<file path="src/rtl/pair_anchor_search.sv">
module pair_anchor_search #(
  parameter int CW   = 8,
  parameter int MAXK = 16,
  parameter int IW   = 16
) (
  input  logic                      clk,
  input  logic                      rst_n,
  input  logic                      ndl_we,
  input  logic [$clog2(MAXK)-1:0]   ndl_addr,
  input  logic [7:0]                ndl_data,
  input  logic [$clog2(MAXK+1)-1:0] ndl_len,
  input  logic [IW-1:0]             hay_len,
  input  logic                      start,
  input  logic                      chunk_valid,
  input  logic [CW*8-1:0]           chunk_data,
  output logic                      chunk_ready,
  output logic                      done,
  output logic                      found,
  output logic [IW-1:0]             match_idx
);
  localparam int AW    = $clog2(MAXK);
  localparam int KW    = $clog2(MAXK+1);
  localparam int SLOTS = (2*CW + MAXK - 2) / CW;
  localparam int NB    = SLOTS * CW;
  localparam int PW    = $clog2(CW);
  localparam int SW    = $clog2(SLOTS+1);

  typedef enum logic [2:0] {S_IDLE, S_LOAD, S_SCAN, S_CHECK, S_FIN} st_t;
  st_t state;

  logic [7:0]      ndl [MAXK];
  logic [NB*8-1:0] win;
  logic [KW-1:0]   klen, j;
  logic [AW-1:0]   aoff, far;
  logic [IW-1:0]   nlen, fetched, total, hidx, idx_q;
  logic [IW:0]     base;
  logic [SW-1:0]   have;
  logic [CW-1:0]   cmask, cand;
  logic [PW-1:0]   pos;
  logic [7:0]      vbyte;
  logic            hit, found_q, done_q;

  always_ff @(posedge clk) begin
    if (!rst_n) begin
      for (int t = 0; t < MAXK; t++) ndl[t] <= '0;
    end else if (ndl_we) begin
      ndl[ndl_addr] <= ndl_data;
    end
  end

  // farthest needle byte differing from byte 0, else k-1 (all-same mode)
  always_comb begin
    far = AW'(ndl_len - 1'b1);
    for (int t = 1; t < MAXK; t++)
      if (KW'(t) < ndl_len && ndl[t] != ndl[0]) far = AW'(t);
  end

  for (genvar p = 0; p < CW; p++) begin : g_cand
    assign cand[p] = (win[p*8 +: 8] == ndl[0]) &&
                     (win[(p + int'(aoff))*8 +: 8] == ndl[aoff]) &&
                     (int'(base) + p + int'(klen) <= int'(nlen));
  end

  always_comb begin
    pos = '0;
    for (int p = CW-1; p >= 0; p--)
      if (cmask[p]) pos = PW'(p);
  end

  assign vbyte       = win[(int'(pos) + int'(j))*8 +: 8];
  assign chunk_ready = (state == S_LOAD) && (have != SW'(SLOTS)) && (fetched != total);
  assign done        = done_q;
  assign found       = found_q;
  assign match_idx   = idx_q;

  always_ff @(posedge clk) begin
    if (!rst_n) begin
      state   <= S_IDLE;
      win     <= '0;
      klen    <= '0;
      j       <= '0;
      aoff    <= '0;
      nlen    <= '0;
      fetched <= '0;
      total   <= '0;
      hidx    <= '0;
      idx_q   <= '0;
      base    <= '0;
      have    <= '0;
      cmask   <= '0;
      hit     <= 1'b0;
      found_q <= 1'b0;
      done_q  <= 1'b0;
    end else begin
      done_q <= 1'b0;
      case (state)
        S_IDLE: if (start) begin
          klen    <= ndl_len;
          nlen    <= hay_len;
          aoff    <= far;
          base    <= '0;
          fetched <= '0;
          have    <= '0;
          win     <= '0;
          hit     <= 1'b0;
          total   <= IW'(({1'b0, hay_len} + (IW+1)'(CW-1)) / (IW+1)'(CW));
          state   <= (hay_len < IW'(ndl_len)) ? S_FIN : S_LOAD;
        end
        S_LOAD: begin
          if (have == SW'(SLOTS) || fetched == total) begin
            state <= S_SCAN;
          end else if (chunk_valid) begin
            win[int'(have)*CW*8 +: CW*8] <= chunk_data;
            have    <= have + 1'b1;
            fetched <= fetched + 1'b1;
          end
        end
        S_SCAN: begin
          cmask <= cand;
          j     <= KW'(1);
          state <= S_CHECK;
        end
        S_CHECK: begin
          if (cmask == '0) begin
            if (int'(base) + CW + int'(klen) > int'(nlen)) begin
              state <= S_FIN;
            end else begin
              base  <= base + (IW+1)'(CW);
              win   <= {{(CW*8){1'b0}}, win[NB*8-1:CW*8]};
              have  <= have - 1'b1;
              state <= S_LOAD;
            end
          end else if (j >= klen) begin
            hit   <= 1'b1;
            hidx  <= IW'(base) + IW'(pos);
            state <= S_FIN;
          end else if (j == KW'(aoff) || vbyte == ndl[j[AW-1:0]]) begin
            j <= j + 1'b1;
          end else begin
            cmask[pos] <= 1'b0;
            j          <= KW'(1);
          end
        end
        S_FIN: begin
          done_q  <= 1'b1;
          found_q <= hit;
          idx_q   <= hit ? hidx : '0;
          state   <= S_IDLE;
        end
        default: state <= S_IDLE;
      endcase
    end
  end


  done_pulse_chk: assert property (@(posedge clk) disable iff (!rst_n)
    done |=> !done);


  result_hold_chk: assert property (@(posedge clk) disable iff (!rst_n)
    !done |-> ($stable(found) && $stable(match_idx)));


  match_bound_chk: assert property (@(posedge clk) disable iff (!rst_n)
    (done && found) |-> (int'(match_idx) + int'(klen) <= int'(nlen)));


  fetch_limit_chk: assert property (@(posedge clk) disable iff (!rst_n)
    fetched <= total);


  busy_start_chk: assert property (@(posedge clk) disable iff (!rst_n)
    (state != S_IDLE && start) |=> ($stable(nlen) && $stable(klen)));


  cand_anchor_chk: assert property (@(posedge clk) disable iff (!rst_n)
    (state == S_CHECK && cmask != '0) |-> (win[int'(pos)*8 +: 8] == ndl[0]));
endmodule

</file>
<file path="config.mk">
export PLATFORM = sky130hd
export DESIGN_NAME = pair_anchor_search
export DESIGN_NICKNAME = d
export VERILOG_FILES = /design/src/rtl/pair_anchor_search.sv
export SDC_FILE = /design/constraint.sdc
export NUM_CORES = 2
export LEC_CHECK = 0
export BUFFER_PORTS_ARGS = -buffer_cell sky130_fd_sc_hd__clkbuf_2
export CAP_MARGIN = 15
export CELL_PAD_IN_SITES_DETAIL_PLACEMENT = 0
export CELL_PAD_IN_SITES_GLOBAL_PLACEMENT = 1
export CORE_MARGIN = 2
export CORE_UTILIZATION = 35
export CTS_BUF_LIST = sky130_fd_sc_hd__clkbuf_8 sky130_fd_sc_hd__clkbuf_16
export DETAILED_ROUTE_END_ITERATION = 8
export GPL_ROUTABILITY_DRIVEN = 0
export MAX_ROUTING_LAYER = met4
export PLACE_DENSITY = 0.6
export RECOVER_POWER = 50
export SETUP_SLACK_MARGIN = 0.02
export SYNTH_ARGS = -nofsm -noshare
export SYNTH_HDL_FRONTEND = slang
export SYNTH_SLANG_ARGS = --single-unit
</file>
<file path="constraint.sdc">
create_clock -name clk -period 7.35 [get_ports clk]
set_input_delay 0.735 -clock clk [delete_from_list [all_inputs] [get_ports clk]]
set_output_delay 0.735 -clock clk [all_outputs]
set_load 0.02 [all_outputs]
</file>
==> qor.yml <==
status: "finished, violations left"
violations: "capacitance limit, slew limit"
cts_resized: 0
relSlewSlack: -0.725
period_needed_ps: 5840
rsz0062_at_grt: "false"
core_um2: 107000
post-dp-hpwl_um: 105000
syn-mean-instance-area_um2: 9.27
period_share: 0.795
routed_via_density: 5.97
finalHoldViolations: 0
synth_xor_area_frac: 0.0979
synthAdderAreaFrac: 0.0620
cts_buffer_depth: 3
cts_setup_buffers: 0
drive_gt1_frac: 0.144
synth-edff-count: 128
ys_ff_latch: 450
async_reset_ff_frac: 0
synth_top_cell_area_share: 0.171
cts_root_buffer: "clkbuf_16"
postLayoutCoreUtil: 0.388
tightest_slew_ps: 2590
overflow: 0
floorplan.initialDensity: 0.352
cts_num_sinks: 450
fin_tns_setup_ps: 0
crit_type: "in -> reg"
p_leak_nw: 14.9
synth_cell_types: 89
path_cells: "clkbuf_1, clkinvlp_2, buf_4, nor3_4, buf_4, a22o_1"
whs_path_depth: 2
finalSetupViolCount: 0
ys_seq_area_frac: 0.273
htree_levels: 2
yosys.cell_count.top_type: "nand2_1"
yosys.area_share.simple: 0.162
port_buffers: 120
rows: 120
cap_violations: 2
grt_pass1_wl_um: 220000
start_kind: "input pin"
synthMuxAreaShare: 0.190
netlist_instances: 4061
synth_flop_cell: "dfxtp_1"
cts_tree: "yes"
design.die.area_um2: 110000
wl_um: 149000
synth_compound_area_frac: 0.172
cts-buffers-inserted: 57
critPathRequiredTime_ps: 7930
dr.first_iter.drc_count: 3211
holdCritPathClass: "in -> reg"
power_density_nw_per_um2: 188
maxSlewViolCount: 78
critPathMaxFanout: 76
dieHeight_um: 332
antenna_left: 0
cp-end-kind: "register"
synth_top_family_by_area: "multiplexers"
synth.cells.most_frequent: "nand2_1 (366), a21oi_1 (325), dfxtp_1 (322)"
fin_ws_ps: 1510
num_vias: 32537
cts_hold_buf: 0
nFillCells: 10765
dpl.cell_count: 5341
die_x_um: 332
post-place-ws_ps: 2010
critPathBufInv: 4
critPathTopFamily: "buffers and inverters"
rrSetupSlack_ps: 1870
grt_pass1_vias: 31379
grt_max_degree: 135
clk_latency_ps: 680
crit_path_max_incr_delay_ps: 1790
cp_common_cell: "buf_4"
crit_slowest_cell: "clkbuf_1"
cp.arrival_ps: 6430
firstDrtPassIters: 5
fmax_ghz: 0.171
ios: 121
syn-cell-area_um2: 37700
yosys-top-cells-area: "dfxtp_1 (17%), mux4_2 (14%), edfxtp_1 (10%), ha_1 (5.9%), xor2_1 (5.5%)"
grt_usage: 0.271
routedWlPerCell_um: 27.3
drc: 0
fin_cells: 5454
area_growth_pct: 10.0
nets: 4287
crit_cells: 6
grt_antenna_before_repair: 4
reg2reg_depth: 12
finClkSkew_ps: 46.1
post-synth-top-area-cell: "dfxtp_1"
path_clk_slew_ps: 70
ir_drop_v: 0.000176
synth_warnings: 0
power_mw: 7.78
[registers in the layout, indices dropped and copies added (netlist names), named ones only]
| signal | flops |
|---|---|
| total | 14 |
| state | 3 |
| cmask | 8 |
| hidx | 16 |
| match_idx | 16 |
| win | 192 |
| j | 5 |
| nlen | 16 |
| have | 2 |
| fetched | 16 |
| aoff | 4 |
| done | 1 |
| base | 14 |
| klen | 5 |
| found | 1 |
| ndl | 128 |
| hit | 1 |
[cells by family after synthesis]
group	count (synthesis)
AND/OR/NAND/NOR	1217
AO/OA/AOI/OAI	998
flip-flops	450
XOR/XNOR	421
multiplexers	408
buffers and inverters	383
adder cells (fa/ha/maj)	183
other	1
[per-stage QoR]
step                      instance area (um2)  hold WS [ps]
after global routing                    41400           314
after floorplan                         37700           436
final                                   41400           319
after CTS                               41400           289
after detailed placement                39400           445
after global placement                  39400           441
[placed cells by master (no fill, tap or decap), types with 19 or more instances in the layout]
master	n
nor2b_1	192
nand4_1	65
and3_1	19
clkbuf_1	29
nor3_1	35
and2_0	85
and2_1	55
a21oi_1	325
nor4_1	61
nand2b_1	23
dfxtp_1	316
mux4_2	242
o21a_1	31
o21ai_0	219
inv_1	74
a211oi_1	69
nand3_1	71
mux2_2	33
clkbuf_16	59
clkbuf_2	101
mux2i_1	132
edfxtp_1	128
a21o_1	36
ha_1	174
a22o_1	178
buf_4	58
nor2_1	200
xor2_1	236
nand2_1	366
xnor2_1	183
[final timing paths]
check / start / to
max: rst_n / win[140]
min: chunk_data[26] / win[154]
max reg2reg: base[7] / win[101]
min reg2reg: match_idx[12] / match_idx[12]
[layout make-up]
| cell class | instances | area, um2 | share of cell area |
|---|---|---|---|
| Multi-Input combinational cell | 3231 | 25900 | 0.625 |
| Clock inverter | 37 | 483 | 0.0117 |
| Clock buffer | 68 | 1600 | 0.0386 |
| Antenna cell | 3 | 7.51 | 0.000181 |
| Inverter | 69 | 262 | 0.00631 |
| Tap cell | 1403 | 1760 | 0.0424 |
| Timing Repair Buffer | 193 | 1130 | 0.0272 |
| Sequential cell | 450 | 10300 | 0.249 |
[metal layers]
metal | wire length [um] | global-route usage
met3 | 9640 | 0.0367
met5 | 0 | -
met4 | 5820 | 0.0960
met1 | 65600 | 0.363
met2 | 67700 | 0.419
[worst register-to-register path: stages (launching register included)]
cell and delay, ps:
dfxtp_1 1030, nand2_1 460, or2_2 480, nor2_1 480
nand2_1 150, xnor2_1 160, ha_1 370, nand4_1 120
nor3_1 400, o21ai_1 390, a211oi_4 350, buf_4 700
a22o_1 340
[report_power, final]
part / leakage [nW] / internal, mW / total (mW) / switching, mW
combinational: 10.1 / 0.672 / 1.86 / 1.19
sequential: 3.83 / 2.63 / 2.76 / 0.137
clock: 1.05 / 1.90 / 3.16 / 1.26
total: 14.9 / 5.20 / 7.78 / 2.58
Note: power is estimated with default switching activity, not from simulation.
